<file path="config.mk">
export PLATFORM = sky130hd
export DESIGN_NAME = sync_pwm_upd_ctrl
export DESIGN_NICKNAME = d
export VERILOG_FILES = /design/src/rtl/upd_pkg.sv /design/src/rtl/upd_slot_pick.sv /design/src/rtl/upd_duty_bank.sv /design/src/rtl/upd_cfg_bank.sv /design/src/rtl/sync_pwm_upd_ctrl.sv
export SDC_FILE = /design/constraint.sdc
export NUM_CORES = 1
export LEC_CHECK = 0
export ABC_AREA = 1
export BUFFER_PORTS_ARGS = -buffer_cell sky130_fd_sc_hd__buf_2
export CORE_ASPECT_RATIO = 1.2
export CORE_UTILIZATION = 44
export DETAILED_ROUTE_END_ITERATION = 8
export PLACE_DENSITY_LB_ADDON = 0.08
export SLEW_MARGIN = 20
export SYNTH_ARGS = -nofsm -noshare
export SYNTH_HDL_FRONTEND = slang
export SYNTH_SLANG_ARGS = --single-unit
</file>
<file path="constraint.sdc">
create_clock -name clk -period 4.95 [get_ports clk]
set_input_delay 0.495 -clock clk [delete_from_list [all_inputs] [get_ports clk]]
set_output_delay 0.495 -clock clk [all_outputs]
set_load 0.02 [all_outputs]
</file>
<file path="src/rtl/upd_pkg.sv">
package upd_pkg;
  typedef enum logic [2:0] {
    A_PERIOD = 3'd0,
    A_DTIME  = 3'd1,
    A_IVAL   = 3'd2,
    A_CTRL   = 3'd3,
    A_MASK   = 3'd4,
    A_CFG    = 3'd5
  } upd_addr_e;

  localparam int FLAG_RDY = 0;
  localparam int FLAG_UNR = 1;
  localparam int NFLAGS   = 2;
endpackage

</file>
<file path="src/rtl/upd_slot_pick.sv">
module upd_slot_pick #(
  parameter int NCH = 4,
  parameter int CW  = (NCH > 1) ? $clog2(NCH) : 1
) (
  input  logic [NCH-1:0] en,
  input  logic [CW:0]    idx,
  output logic [CW-1:0]  slot,
  output logic [CW:0]    count
);
  logic [CW:0] c;
  // Rank search: the channel whose rank among enabled ones equals idx.
  always_comb begin
    c    = '0;
    slot = '0;
    for (int i = 0; i < NCH; i++) begin
      if (en[i]) begin
        if (c == idx) slot = CW'(i);
        c = c + 1'b1;
      end
    end
    count = c;
  end
endmodule

</file>
<file path="src/rtl/upd_duty_bank.sv">
module upd_duty_bank #(
  parameter int NCH    = 4,
  parameter int DUTY_W = 16,
  parameter int CW     = (NCH > 1) ? $clog2(NCH) : 1
) (
  input  logic                  clk,
  input  logic                  rst_n,
  input  logic [NCH-1:0]        en,
  input  logic                  wr_en,
  input  logic [CW-1:0]         wr_slot,
  input  logic [DUTY_W-1:0]     wr_data,
  input  logic                  commit,
  output logic [NCH*DUTY_W-1:0] act
);
  for (genvar ch = 0; ch < NCH; ch++) begin : g_ch
    logic [DUTY_W-1:0] shadow_q;
    logic              hit;
    assign hit = wr_en && (wr_slot == CW'(ch));

    always_ff @(posedge clk) begin
      if (!rst_n)   shadow_q <= '0;
      else if (hit) shadow_q <= wr_data;
    end

    // A beat landing on the commit edge is part of the committed set.
    always_ff @(posedge clk) begin
      if (!rst_n)
        act[ch*DUTY_W +: DUTY_W] <= '0;
      else if (commit && en[ch])
        act[ch*DUTY_W +: DUTY_W] <= hit ? wr_data : shadow_q;
    end
  end

  // active duty values move only on a commit
  a_r6_active_hold: assert property (@(posedge clk) disable iff (!rst_n)
    !commit |=> $stable(act));
endmodule

</file>
<file path="src/rtl/upd_cfg_bank.sv">
module upd_cfg_bank
  import upd_pkg::*;
#(
  parameter int REG_W = 16,
  parameter int PER_W = 16,
  parameter int DT_W  = 8,
  parameter int IV_W  = 8
) (
  input  logic               clk,
  input  logic               rst_n,
  input  logic               reg_wr,
  input  logic [2:0]         reg_addr,
  input  logic [REG_W-1:0]   reg_wdata,
  input  logic               period_tick,
  output logic [PER_W-1:0]   act_period,
  output logic [DT_W-1:0]    act_dt_hi,
  output logic [DT_W-1:0]    act_dt_lo,
  output logic [IV_W-1:0]    ival_sh,
  output logic [NFLAGS-1:0]  imask,
  output logic               cmp_mode,
  output logic               unlock_pend
);
  logic [PER_W-1:0]  per_sh;
  logic [2*DT_W-1:0] dt_sh;
  logic              unl_wr;
  logic              apply;
  upd_addr_e         a;

  assign a      = upd_addr_e'(reg_addr);
  assign unl_wr = reg_wr && (a == A_CTRL) && reg_wdata[0];
  assign apply  = period_tick && unlock_pend;

  always_ff @(posedge clk) begin
    if (!rst_n) begin
      per_sh   <= '0;
      dt_sh    <= '0;
      ival_sh  <= '0;
      imask    <= '0;
      cmp_mode <= 1'b0;
    end else if (reg_wr) begin
      case (a)
        A_PERIOD: per_sh   <= reg_wdata[PER_W-1:0];
        A_DTIME:  dt_sh    <= reg_wdata[2*DT_W-1:0];
        A_IVAL:   ival_sh  <= reg_wdata[IV_W-1:0];
        A_MASK:   imask    <= reg_wdata[NFLAGS-1:0];
        A_CFG:    cmp_mode <= reg_wdata[0];
        default: ;
      endcase
    end
  end

  // Unlock: a fresh write wins over a clear on the same boundary.
  always_ff @(posedge clk) begin
    if (!rst_n)      unlock_pend <= 1'b0;
    else if (unl_wr) unlock_pend <= 1'b1;
    else if (apply)  unlock_pend <= 1'b0;
  end

  always_ff @(posedge clk) begin
    if (!rst_n) begin
      act_period <= '0;
      act_dt_hi  <= '0;
      act_dt_lo  <= '0;
    end else if (apply) begin
      act_period <= per_sh;
      act_dt_hi  <= dt_sh[2*DT_W-1:DT_W];
      act_dt_lo  <= dt_sh[DT_W-1:0];
    end
  end

  // no unlock applied, period and dead times are frozen
  a_r1_frozen: assert property (@(posedge clk) disable iff (!rst_n)
    !(period_tick && unlock_pend) |=> $stable(act_period) && $stable(act_dt_hi) && $stable(act_dt_lo));
  // the unlock bit is held until a boundary
  a_r2_unlock_held: assert property (@(posedge clk) disable iff (!rst_n)
    unlock_pend && !period_tick |=> unlock_pend);
  // a boundary consumes the unlock and installs the staged period
  a_r2_unlock_apply: assert property (@(posedge clk) disable iff (!rst_n)
    period_tick && unlock_pend && !unl_wr |=> !unlock_pend && act_period == $past(per_sh));
endmodule

</file>
<file path="src/rtl/sync_pwm_upd_ctrl.sv">
module sync_pwm_upd_ctrl
  import upd_pkg::*;
#(
  parameter int NCH    = 4,
  parameter int DUTY_W = 16,
  parameter int REG_W  = 16,
  parameter int PER_W  = 16,
  parameter int DT_W   = 8,
  parameter int IV_W   = 8
) (
  input  logic                  clk,
  input  logic                  rst_n,
  input  logic                  period_tick,
  input  logic                  cmp_match,
  input  logic [NCH-1:0]        ch_en,
  input  logic                  dty_valid,
  output logic                  dty_ready,
  input  logic [DUTY_W-1:0]     dty_data,
  output logic                  dma_req,
  input  logic                  reg_wr,
  input  logic [2:0]            reg_addr,
  input  logic [REG_W-1:0]      reg_wdata,
  input  logic                  stat_rd,
  output logic [NFLAGS-1:0]     stat_flags,
  output logic                  unlock_pend,
  output logic                  irq,
  output logic [PER_W-1:0]      act_period,
  output logic [DT_W-1:0]       act_dt_hi,
  output logic [DT_W-1:0]       act_dt_lo,
  output logic [NCH*DUTY_W-1:0] act_duty
);
  localparam int CW = (NCH > 1) ? $clog2(NCH) : 1;

  logic [IV_W-1:0]   ival_sh, ival_cnt;
  logic [NFLAGS-1:0] imask;
  logic              cmp_mode;
  logic [CW:0]       wr_cnt, cnt_eff, n_en;
  logic [CW-1:0]     slot;
  logic              armed, beat, commit_evt, open_evt, set_full, unr_evt;

  upd_cfg_bank #(.REG_W(REG_W), .PER_W(PER_W), .DT_W(DT_W), .IV_W(IV_W)) cfg_i (
    .clk(clk), .rst_n(rst_n), .reg_wr(reg_wr), .reg_addr(reg_addr),
    .reg_wdata(reg_wdata), .period_tick(period_tick),
    .act_period(act_period), .act_dt_hi(act_dt_hi), .act_dt_lo(act_dt_lo),
    .ival_sh(ival_sh), .imask(imask), .cmp_mode(cmp_mode),
    .unlock_pend(unlock_pend)
  );

  upd_slot_pick #(.NCH(NCH), .CW(CW)) pick_i (
    .en(ch_en), .idx(wr_cnt), .slot(slot), .count(n_en)
  );

  upd_duty_bank #(.NCH(NCH), .DUTY_W(DUTY_W), .CW(CW)) bank_i (
    .clk(clk), .rst_n(rst_n), .en(ch_en), .wr_en(beat), .wr_slot(slot),
    .wr_data(dty_data), .commit(commit_evt && set_full), .act(act_duty)
  );

  assign dty_ready  = armed && (wr_cnt < n_en);
  assign dma_req    = dty_ready;
  assign beat       = dty_valid && dty_ready;
  assign cnt_eff    = wr_cnt + {{CW{1'b0}}, beat};
  assign commit_evt = period_tick && (ival_cnt == '0);
  assign set_full   = (n_en != '0) && (cnt_eff == n_en);
  assign unr_evt    = commit_evt && armed && (cnt_eff < n_en);
  assign open_evt   = cmp_mode ? cmp_match : commit_evt;

  // Interval down-counter; reloads from the staged interval at each commit.
  always_ff @(posedge clk) begin
    if (!rst_n)           ival_cnt <= '0;
    else if (commit_evt)  ival_cnt <= ival_sh;
    else if (period_tick) ival_cnt <= ival_cnt - 1'b1;
  end

  always_ff @(posedge clk) begin
    if (!rst_n)          wr_cnt <= '0;
    else if (commit_evt) wr_cnt <= '0;
    else if (beat)       wr_cnt <= wr_cnt + 1'b1;
  end

  always_ff @(posedge clk) begin
    if (!rst_n)          armed <= 1'b0;
    else if (open_evt)   armed <= 1'b1;
    else if (commit_evt) armed <= 1'b0;
  end

  always_ff @(posedge clk) begin
    if (!rst_n) stat_flags <= '0;
    else begin
      if (open_evt)     stat_flags[FLAG_RDY] <= 1'b1;
      else if (stat_rd) stat_flags[FLAG_RDY] <= 1'b0;
      if (unr_evt)      stat_flags[FLAG_UNR] <= 1'b1;
      else if (stat_rd) stat_flags[FLAG_UNR] <= 1'b0;
    end
  end

  assign irq = |(stat_flags & imask);

  // the last beat of a set drops ready on the next cycle
  a_r5_ready_drops: assert property (@(posedge clk) disable iff (!rst_n)
    beat && (cnt_eff == n_en) && !commit_evt |=> !dty_ready);
  // an incomplete set at commit raises underrun
  a_r7_underrun: assert property (@(posedge clk) disable iff (!rst_n)
    unr_evt |=> stat_flags[FLAG_UNR]);
  // a read with no new event clears the ready flag
  a_r8_read_clear: assert property (@(posedge clk) disable iff (!rst_n)
    stat_rd && !open_evt |=> !stat_flags[FLAG_RDY]);
  // a boundary off the commit count steps the counter down by one
  a_r3_countdown: assert property (@(posedge clk) disable iff (!rst_n)
    period_tick && !commit_evt |=> ival_cnt == $past(ival_cnt) - 1'b1);
endmodule

</file>
==> results.json, run 1 <==
{
  "outcome": "finished, final reports clean",
  "dr.pass1.iters": 4,
  "rsz0062_at_grt": "no",
  "path_clk_slew_ns": 0.06,
  "cts_resized": 0,
  "slew_headroom": 0.312,
  "crit_fanout": 16,
  "path_class": "in2reg",
  "grt_usage": 0.222,
  "drtIter0Drc": 561,
  "wl_per_cell_um": 14.5,
  "clockBufferDepth": 3,
  "post_cts_buffers": 0,
  "fin_worst_skew_ns": 0.00530,
  "required_ns": 5.36,
  "final_common_cell": "dfxtp_1",
  "vdd_drop_max_v": 0.000270,
  "nNetsFinal": 1402,
  "utilization": 0.523,
  "start_kind": "input port",
  "tns_ns": 0,
  "hold_buffers": 0,
  "detailroute.via_count": 8252,
  "synthesis.area_sq_um": 9180,
  "reg2reg_to": "bank_i.act[62]",
  "hold_depth": 3,
  "ys_ff_latch": 218,
  "pwr-share-clk": 0.400,
  "yosys_warnings": 0,
  "dp_hpwl_um": 15700,
  "drv_slew": 0,
  "r2r.worst_path.cells": 16,
  "finalHoldViolations": 0,
  "clkSinkCount": 218,
  "period_share": 0.830,
  "rows": 57,
  "min_period_ns": 4.11,
  "cp-end-kind": "flop",
  "gp_congestion": 0.780,
  "yosysSeqAreaShare": 0.475,
  "synth_fp_nets": 1293,
  "wl_um": 23600,
  "start_util": 0.452,
  "critPathArrivalTime_ns": 4.51,
  "ios": 148,
  "ctsRootBufferMaster": "clkbuf_16",
  "place_ws_ns": 0.346,
  "dieArea_sq_um": 21500,
  "syn_to_final_growth_pct": 15.7,
  "clk_latency_ns": 0.50,
  "hold_slack_ns": 0.234,
  "drive_above_1_share": 0.158,
  "finalSetupViolations": 0,
  "antenna_cells": 0,
  "hold_class": "in2reg",
  "fp.dieW_um": 134,
  "worst_r2r_startpoint": "wr_cnt[2]",
  "grt_max_degree": 81,
  "grt-ovfl-total": 0,
  "die_h_um": 160,
  "numPortBuffers": 147,
  "switching_share": 0.269,
  "postSynthAreaPerCell_sq_um": 7.42,
  "coreArea_sq_um": 20300,
  "setup_slack_ns": 0.841,
  "drc": 0,
  "seq_power_share": 0.477,
  "synthDistinctLibCells": 36,
  "regToRegSetupSlack_ns": 1.59,
  "vias_per_cell": 5.09,
  "grt_pass1_vias": 7586,
  "tightest_slew_ns": 1.03,
  "cts_buffers": 22,
  "power.leakage_nw": 4.77,
  "grt_antenna_before_repair": 0,
  "combPwrFrac": 0.122,
  "power.density_nw_per_um2": 364,
  "syn_inst": 1237,
  "hold_start": "reg_wdata[15]",
  "maxCapViolCount": 0,
  "antenna_left": 0,
  "cts_tree": "built",
  "h-tree-depth": 1,
  "p_sw_mw": 1.04,
  "grt_pass1_wl_um": 38800,
  "whs_endpoint": "cfg_i.dt_sh[15]",
  "timing.fmax_mhz": 243,
  "intPower_mw": 2.82,
  "final_cell_mix": "218 x dfxtp_1, 182 x nand2_1, 166 x inv_1"
}
-- how the worst max path moves through the flow --
stage | start | end | slack (ns) | depth (start not counted)
after floorplan | ch_en[0] | bank_i.act[5] | 0.97 | 27
after global placement | ch_en[0] | bank_i.act[62] | 0.52 | 24
after detailed placement | ch_en[0] | bank_i.act[62] | 0.35 | 26
after CTS | ch_en[0] | bank_i.act[62] | 0.87 | 26
after global routing | ch_en[0] | bank_i.act[53] | 0.43 | 23
final | ch_en[0] | bank_i.act[62] | 0.84 | 24
-- flip-flops by register name, summed over array words and instances, names as in the netlist --
register              count
cfg_i.act_dt_lo           8
cfg_i.act_dt_hi           8
cfg_i.unlock_pend         1
armed                     1
ival_cnt                  8
bank_i.act               64
wr_cnt                    3
stat_flags                2
cfg_i.per_sh             16
bank_i.g_ch.shadow_q     64
cfg_i.cmp_mode            1
cfg_i.ival_sh             8
cfg_i.act_period         16
cfg_i.imask               2
cfg_i.dt_sh              16
-- synthesized netlist by cell type (all sizes together) --
master	number	area, sq um
nand4	71	478
a221oi	2	17.5
o21ai	86	430
nand3	83	445
a22o	1	8.76
xnor2	3	26.3
and2	2	12.5
ha	10	125
inv	170	641
nor2	169	682
nand3b	1	20.0
nor3	2	10.0
a21oi	148	744
nand2	183	689
o211ai	4	30.0
clkbuf	46	173
buf	25	179
o31ai	1	7.51
clkinv	2	7.51
xor2	8	77.6
dfxtp	218	4360
or2	2	12.5
-- through the flow --
stage / power (mW) / instances / area [sq um]
after detailed placement: 2.36 / 1587 / 9970
after global placement: 2.35 / 1587 / 9970
final: 3.87 / 1622 / 10600
after global routing: 4.04 / 1622 / 10600
after floorplan: 2.22 / 1237 / 9180
after CTS: 3.91 / 1622 / 10600
-- final cells by class --
cell class	instances	area, sq um
clock buffer	30	622
clock inverter	5	30.0
fill	2087	9700
inverter	172	651
multi-input combinational	776	3820
sequential	218	4360
tap	265	332
timing repair buffer	156	803
-- power by group through the flow --
stage / clock network (mW) / registers [mW] / logic (mW)
floorplan: 0 / 1.90 / 0.323
finish: 1.55 / 1.85 / 0.473
CTS: 1.59 / 1.85 / 0.474
global placement: 0 / 1.88 / 0.470
global route: 1.66 / 1.85 / 0.529
detailed placement: 0 / 1.88 / 0.472
-- layer usage --
metal	global-route usage	vias to the layer above	part of all wire
met4	0.0610	0	0.023
met3	0.0425	37	0.063
met2	0.381	229	0.48
met1	0.280	3763	0.43
met5	0	-	0
li1	-	4223	-
-- cell families after synthesis --
family	Yosys count	synth area share
flip-flops	218	0.475
AO/OA/AOI/OAI	242	0.135
AND/OR/NAND/NOR	513	0.256
XOR/XNOR	11	0.0113
adder cells (fa/ha/maj)	10	0.0136
buffers and inverters	243	0.109
-- critical path: stages --
cell and delay, ns:
buf_2 0.14, inv_1 0.12, ha_1 0.38, nand2_1 0.13
inv_1 0.05, nor2_1 0.13, ha_1 0.16, nand2_1 0.08
xor2_2 0.21, o21ai_0 0.41, a21oi_4 0.06, nand2_1 0.13
inv_1 0.10, ha_1 0.20, ha_1 0.19, xnor2_1 0.22
xor2_1 0.21, nand2_1 0.15, clkinv_1 0.10, nand3b_4 0.14
nor2_4 0.39, nand3_1 0.18, nand2_1 0.09, inv_1 0.03
(Power assumes the default switching activity.)
==> run 2: changes to the inputs <==
--- a/config.mk
+++ b/config.mk
@@ -5,7 +5,7 @@
 export SDC_FILE = /design/constraint.sdc
 export NUM_CORES = 1
 export LEC_CHECK = 0
-export ABC_AREA = 1
+export ABC_AREA = 0
 export BUFFER_PORTS_ARGS = -buffer_cell sky130_fd_sc_hd__buf_2
 export CORE_ASPECT_RATIO = 1.2
 export CORE_UTILIZATION = 44
==> constraint.sdc (replaced) <==
create_clock -name clk -period 3.6 [get_ports clk]
set_input_delay 0.36 -clock clk [delete_from_list [all_inputs] [get_ports clk]]
set_output_delay 0.36 -clock clk [all_outputs]
set_load 0.02 [all_outputs]
==> results.json, run 2 <==
{
  "reg_top3": "bank_i.act (64), bank_i.g_ch.shadow_q (64)",
  "synth.top_cells.by_count": "218 x dfxtp_1, 195 x nand2_1, 105 x a21oi_1",
  "final_common_cell": "dfxtp_1",
  "numPortBuffers": 147,
  "antenna_cells": 0,
  "fin_area_sq_um": 10700,
  "vdd_drop_max_v": 0.000311,
  "final_cell_mix": "218 x dfxtp_1, 195 x nand2_1, 147 x buf_2",
  "grt_pass1_wl_um": 36400,
  "final_cells": 1386,
  "path_class": "in2reg",
  "seq_power_share": 0.471,
  "detailroute.via_count": 7210,
  "clockBufferDepth": 3,
  "outcome": "finished, final reports clean",
  "tightest_slew_ns": 1.09,
  "required_ns": 3.99,
  "yosysMostFrequentCell": "dfxtp_1",
  "power.density_nw_per_um2": 501,
  "drv_slew": 0,
  "placed_cell_area_sq_um": 9970,
  "r2r.worst_path.cells": 12,
  "yosysSeqAreaShare": 0.508,
  "fp.dieW_um": 130,
  "drc": 0,
  "async_reset_ff_frac": 0,
  "timing.fmax_mhz": 294,
  "grt_max_degree": 69,
  "start_kind": "input port",
  "die_h_um": 155,
  "synth_fp_nets": 1013,
  "hold_slack_ns": 0.108,
  "clk_latency_ns": 0.50,
  "syn_to_final_growth_pct": 24.8,
  "period_share": 0.943,
  "ys.flop_type": "dfxtp_1",
  "wl_per_cell_um": 16.1,
  "antenna_left": 0,
  "drtIter0Drc": 351,
  "setup_slack_ns": 0.204,
  "synth_top_area_frac": 0.508,
  "pwr-share-clk": 0.405,
  "regToRegSetupSlack_ns": 0.47,
  "p_sw_mw": 1.34,
  "synthesis.area_sq_um": 8580,
  "finalHoldViolations": 0,
  "min_period_ns": 3.40,
  "drive_above_1_share": 0.256,
  "crit_chain": "buf_2, clkinvlp_4, ha_4, xnor2_2, inv_1, ha_4, and3b_1, mux2_4, nor4_4, nor3_4, ha_4, ha_4, xor2_1, nor2_1, a32oi_4, or3_1, buf_4, o221a_2",
  "yosys_warnings": 0,
  "path_clk_slew_ns": 0.06,
  "grt-ovfl-total": 0,
  "yosys.area.top_type": "dfxtp_1",
  "intPower_mw": 4.03,
  "max_stage_delay_ns": 0.37,
  "switching_share": 0.249,
  "finalSetupViolations": 0,
  "vias_per_cell": 5.20,
  "cp-end-kind": "flop",
  "critPathArrivalTime_ns": 3.79,
  "combPwrFrac": 0.124,
  "coreArea_sq_um": 19000,
  "crit_slowest_cell": "or3_1",
  "post-place-cells": 1350,
  "rows": 55,
  "ios": 148,
  "ys_ff_latch": 218,
  "synth_edf_count": 0,
  "hold_depth": 3,
  "nNetsFinal": 1175,
  "power.total_mw": 5.37,
  "dr.pass1.iters": 5,
  "dp_hpwl_um": 15700,
  "gp_congestion": 0.892,
  "power.leakage_nw": 4.42,
  "slew_headroom": 0.267,
  "grt_pass1_vias": 6940,
  "start_util": 0.452,
  "h-tree-depth": 1,
  "fin_worst_skew_ns": 0.00626,
  "crit_fanout": 16,
  "grt_antenna_before_repair": 0,
  "place_ws_ns": -0.626,
  "maxCapViolCount": 0,
  "cts_tree": "built",
  "dieArea_sq_um": 20100,
  "syn_inst": 957,
  "crit_path_frequent_cell": "ha_4",
  "hold_class": "in2reg",
  "hold_buffers": 0,
  "cts_buffers": 22,
  "ctsRootBufferMaster": "clkbuf_16",
  "synthDistinctLibCells": 66,
  "clkSinkCount": 218,
  "grt_usage": 0.228,
  "wl_um": 22300,
  "postSynthAreaPerCell_sq_um": 8.97,
  "synthTopCellsByArea": "dfxtp_1 51%, nand2_1 8.5%, a21oi_1 6.1%"
}
[run 2: cell types whose count changed after synthesis, sizes merged, moves of 31 or more]
| cell | delta |
|---|---|
| inv | -158 |
| nand3 | -64 |
| mux2i | +35 |
| a31oi | +31 |
| o21ai | -47 |
| a21oi | -43 |
| nand4 | -66 |
| nor2 | -105 |
[run 2: final timing paths]
kind / startpoint / end
setup / recovery: ch_en[0] / bank_i.act[4]
hold / removal: reg_wdata[12] / cfg_i.per_sh[12]
setup reg to reg: wr_cnt[2] / bank_i.act[4]
hold reg to reg: cfg_i.act_dt_hi[4] / cfg_i.act_dt_hi[4]
[run 2: power by group through the flow]
stage / clock network [mW] / logic, mW / registers (mW)
floorplan: 0 / 0.392 / 2.61
global placement: 0 / 0.649 / 2.58
detailed placement: 0 / 0.654 / 2.59
CTS: 2.24 / 0.659 / 2.53
global route: 2.33 / 0.732 / 2.54
finish: 2.18 / 0.665 / 2.53
[run 2: layer usage]
metal	wire [um]	GRT usage	share of wire
met4	462	0.0653	0.021
met1	9820	0.284	0.44
met3	1060	0.0416	0.047
met2	11000	0.400	0.49
met5	0	0	0
[run 2: metrics by stage]
stage          TNS (ns)  utilization
3_3_place_gp     -17.51        0.525
2_1_floorplan    -22.45            -
5_1_grt        -0.00349        0.564
4_1_cts               0        0.562
3_5_place_dp     -22.26        0.525
6_report              0        0.564
[run 2: kinds of logic (layout without fill, tap and decap cells)]
group,Yosys count,count (layout),synth area share
buffers and inverters,78,251,0.0379
muxes,53,53,0.0688
xor gates and xnor gates,12,12,0.0154
adders and majority gates,11,11,0.0157
and+or+nand+nor,353,353,0.188
DFF,218,218,0.508
AOI/OAI and AO/OA,232,232,0.166
[run 2: area by class of cell]
| cell class | instances | area (sq um) |
|---|---|---|
| timing repair buffer | 203 | 1240 |
| clock inverter | 4 | 23.8 |
| inverter | 13 | 55.1 |
| sequential | 218 | 4360 |
| fill | 1785 | 8280 |
| multi-input combinational | 661 | 4040 |
| clock buffer | 31 | 666 |
| tap | 256 | 320 |
[run 2: what timing repair did]
action / 4_1_cts / 5_1_grt
gates resized for setup: 1 / 3
endpoints found under the setup margin: 16 / 47
pin swaps: 0 / 3
buffers inserted: 0 / 1
[run 2: critical path, delay by kind of cell]
kind                     cells  cell delay [ns]
AND/OR/NAND/NOR              5             1.16
adder cells (fa/ha/maj)      4             0.84
buffers and inverters        4             0.53
AO/OA/AOI/OAI                2             0.35
multiplexers                 1             0.28
XOR/XNOR                     2             0.25
==> run 3: changes to the inputs <==
--- a/config.mk
+++ b/config.mk
@@ -14,4 +14,5 @@
 export SLEW_MARGIN = 20
 export SYNTH_ARGS = -nofsm -noshare
 export SYNTH_HDL_FRONTEND = slang
+export SYNTH_HIERARCHICAL = 1
 export SYNTH_SLANG_ARGS = --single-unit
==> results.json, run 3 <==
{
  "wl_per_cell_um": 16.3,
  "reg_top3": "bank_i/act (64), bank_i/g_ch.shadow_q (64)",
  "synth_top_area_frac": 0.496,
  "power.leakage_nw": 4.37,
  "detailroute.via_count": 7149,
  "path_class": "in2reg",
  "gr-usage-met3": 0.0383,
  "required_ns": 3.99,
  "grt_antenna_before_repair": 0,
  "die_h_um": 157,
  "critPathArrivalTime_ns": 3.86,
  "grt_use_met1": 0.264,
  "path_clk_slew_ns": 0.06,
  "start_util": 0.450,
  "fin_worst_skew_ns": 0.0206,
  "numPortBuffers": 147,
  "grt_usage": 0.207,
  "synth_fp_nets": 1014,
  "grt_pass1_vias": 6599,
  "power.density_nw_per_um2": 509,
  "final_cell_mix": "217 x dfxtp_1, 186 x nand2_1, 144 x buf_2",
  "dieArea_sq_um": 20600,
  "maxCapViolCount": 0,
  "hold_slack_ns": 0.129,
  "drtIter0Drc": 328,
  "cts_tree": "built",
  "syn_inst": 956,
  "grt-ovfl-total": 0,
  "start_kind": "input port",
  "tightest_slew_ns": 1.07,
  "drive_above_1_share": 0.280,
  "reg2reg_to": "bank_i/act[33]",
  "grt_max_degree": 172,
  "clk_latency_ns": 0.51,
  "placed_cell_area_sq_um": 9880,
  "worst_r2r_startpoint": "wr_cnt[1]",
  "yosysMostFrequentCell": "dfxtp_1",
  "clockBufferDepth": 3,
  "coreArea_sq_um": 19500,
  "hold_start": "reg_wdata[9]",
  "yosysSeqAreaShare": 0.496,
  "slew_headroom": 0.289,
  "hold_depth": 3,
  "synthTopCellsByArea": "dfxtp_1 50%, nand2_1 8.1%, mux2i_1 5.0%",
  "grt_pass1_wl_um": 34500,
  "wl_um": 22300,
  "syn_to_final_growth_pct": 23.7,
  "cts_buffers": 22,
  "antenna_left": 0,
  "rows": 56,
  "finalSetupViolations": 0,
  "h-tree-depth": 1,
  "dr.pass1.iters": 4,
  "r2r.worst_path.cells": 14,
  "power.total_mw": 5.55,
  "busiest_layer": "met2",
  "synth.top_cells.by_count": "218 x dfxtp_1, 189 x nand2_1, 69 x o21ai_0",
  "crit_fanout": 8,
  "antenna_cells": 0,
  "ctsRootBufferMaster": "clkbuf_16",
  "finalHoldViolations": 0,
  "synth_edf_count": 0,
  "fp.dieW_um": 131,
  "drv_slew": 0,
  "async_reset_ff_frac": 0,
  "nNetsFinal": 1154,
  "vdd_drop_max_v": 0.000350,
  "final_common_cell": "dfxtp_1",
  "dp_hpwl_um": 14000,
  "yosys_warnings": 6,
  "drc": 0,
  "period_share": 0.965,
  "cp-end-kind": "flop",
  "synthDistinctLibCells": 58,
  "regToRegSetupSlack_ns": 0.54,
  "yosys.area.top_type": "dfxtp_1",
  "setup_slack_ns": 0.126,
  "clkSinkCount": 218,
  "whs_endpoint": "cfg_i/dt_sh[9]",
  "postSynthAreaPerCell_sq_um": 9.21,
  "startpoint": "ch_en[1]",
  "ys_ff_latch": 218,
  "fin_area_sq_um": 10900,
  "place_ws_ns": -0.609,
  "tns_ns": 0,
  "vias_per_cell": 5.22,
  "ios": 148,
  "min_period_ns": 3.47,
  "synthesis.area_sq_um": 8800,
  "outcome": "finished, final reports clean",
  "ys.flop_type": "dfxtp_1",
  "gp_congestion": 0.765,
  "hold_class": "in2reg",
  "met2_usage": 0.353,
  "timing.fmax_mhz": 288
}
-- run 3: cell types whose count changed in the layout (fill, tap and decap cells not counted), moves of 14 or more --
| cell | before | now |
|---|---|---|
| a21oi_1 | 105 | 36 |
| and2_1 | 18 | 2 |
| o21ai_0 | 39 | 17 |
| o21ai_1 | 0 | 56 |
| a21boi_0 | 1 | 46 |
| a31oi_1 | 31 | 64 |
| a21bo_2 | 0 | 32 |
| a21boi_1 | 0 | 19 |
| buf_4 | 49 | 35 |
| nor2_1 | 61 | 6 |
| a211oi_1 | 20 | 1 |
| nand3_1 | 18 | 39 |
-- run 3: worst max-delay path, stage by stage --
cell	delay (ns)
buf_8	0.10
inv_12	0.03
ha_4	0.29
xnor2_4	0.12
inv_2	0.06
ha_4	0.26
nand2_2	0.06
o31ai_4	0.08
inv_2	0.08
ha_4	0.28
nand2_4	0.05
o2111ai_4	0.22
inv_2	0.08
ha_4	0.16
ha_4	0.15
xor2_1	0.13
ha_1	0.31
nand3_2	0.08
nor3_4	0.29
and2_4	0.26
buf_4	0.15
clkbuf_16	0.15
a31oi_1	0.09
-- run 3: worst max-delay path by stage --
| stage | end | slack, ns | depth (start not counted) |
|---|---|---|---|
| 6_report | bank_i/act[33] | 0.13 | 23 |
| 5_1_grt | bank_i/act[33] | -0.02 | 23 |
| 4_1_cts | bank_i/act[31] | 0.001 | 23 |
| 3_5_place_dp | bank_i/act[5] | -0.61 | 23 |
| 3_3_place_gp | bank_i/act[14] | -0.54 | 23 |
| 2_1_floorplan | bank_i/act[19] | -0.11 | 23 |
-- run 3: where the power goes --
part	switching, mW	internal (mW)
registers	0.0857	2.52
logic	0.468	0.336
clock network	0.916	1.23
-- run 3: final cells by class --
class / count / area (sq um)
Timing Repair Buffer: 195 / 1290
Tap cell: 261 / 327
Clock inverter: 6 / 41.3
Fill cell: 1827 / 8660
Inverter: 11 / 56.3
Sequential cell: 218 / 4370
Multi-Input combinational cell: 648 / 4170
Clock buffer: 31 / 634
-- run 3: repair_timing --
item	in CTS	in global routing
gates resized for setup	2	29
hold buffers	0	0
buffers inserted	0	6
setup endpoints to repair	63	64
pin swaps	1	11
gates cloned	0	7
-- run 3: layer usage --
metal	part of all wire	vias up
met1	0.44	3337
met2	0.49	159
li1	-	3629
met3	0.047	24
met4	0.023	0
met5	0	-
-- run 3: kinds of logic (layout without fill, tap and decap cells) --
logic type,after synthesis,count (layout),synth area share
adder cells (fa/ha/maj),12,12,0.0171
flip-flops,218,218,0.496
XOR/XNOR,10,10,0.00995
buffers and inverters,90,243,0.0523
AND/OR/NAND/NOR,291,291,0.155
multiplexers,44,44,0.0500
AO/OA/AOI/OAI,291,291,0.220
-- run 3: per-stage QoR --
stage               utilization  cells
detailed placement        0.505   1320
finish                    0.557   1370
global placement          0.505   1320
CTS                       0.540   1357
floorplan                     -    956
global route              0.557   1370
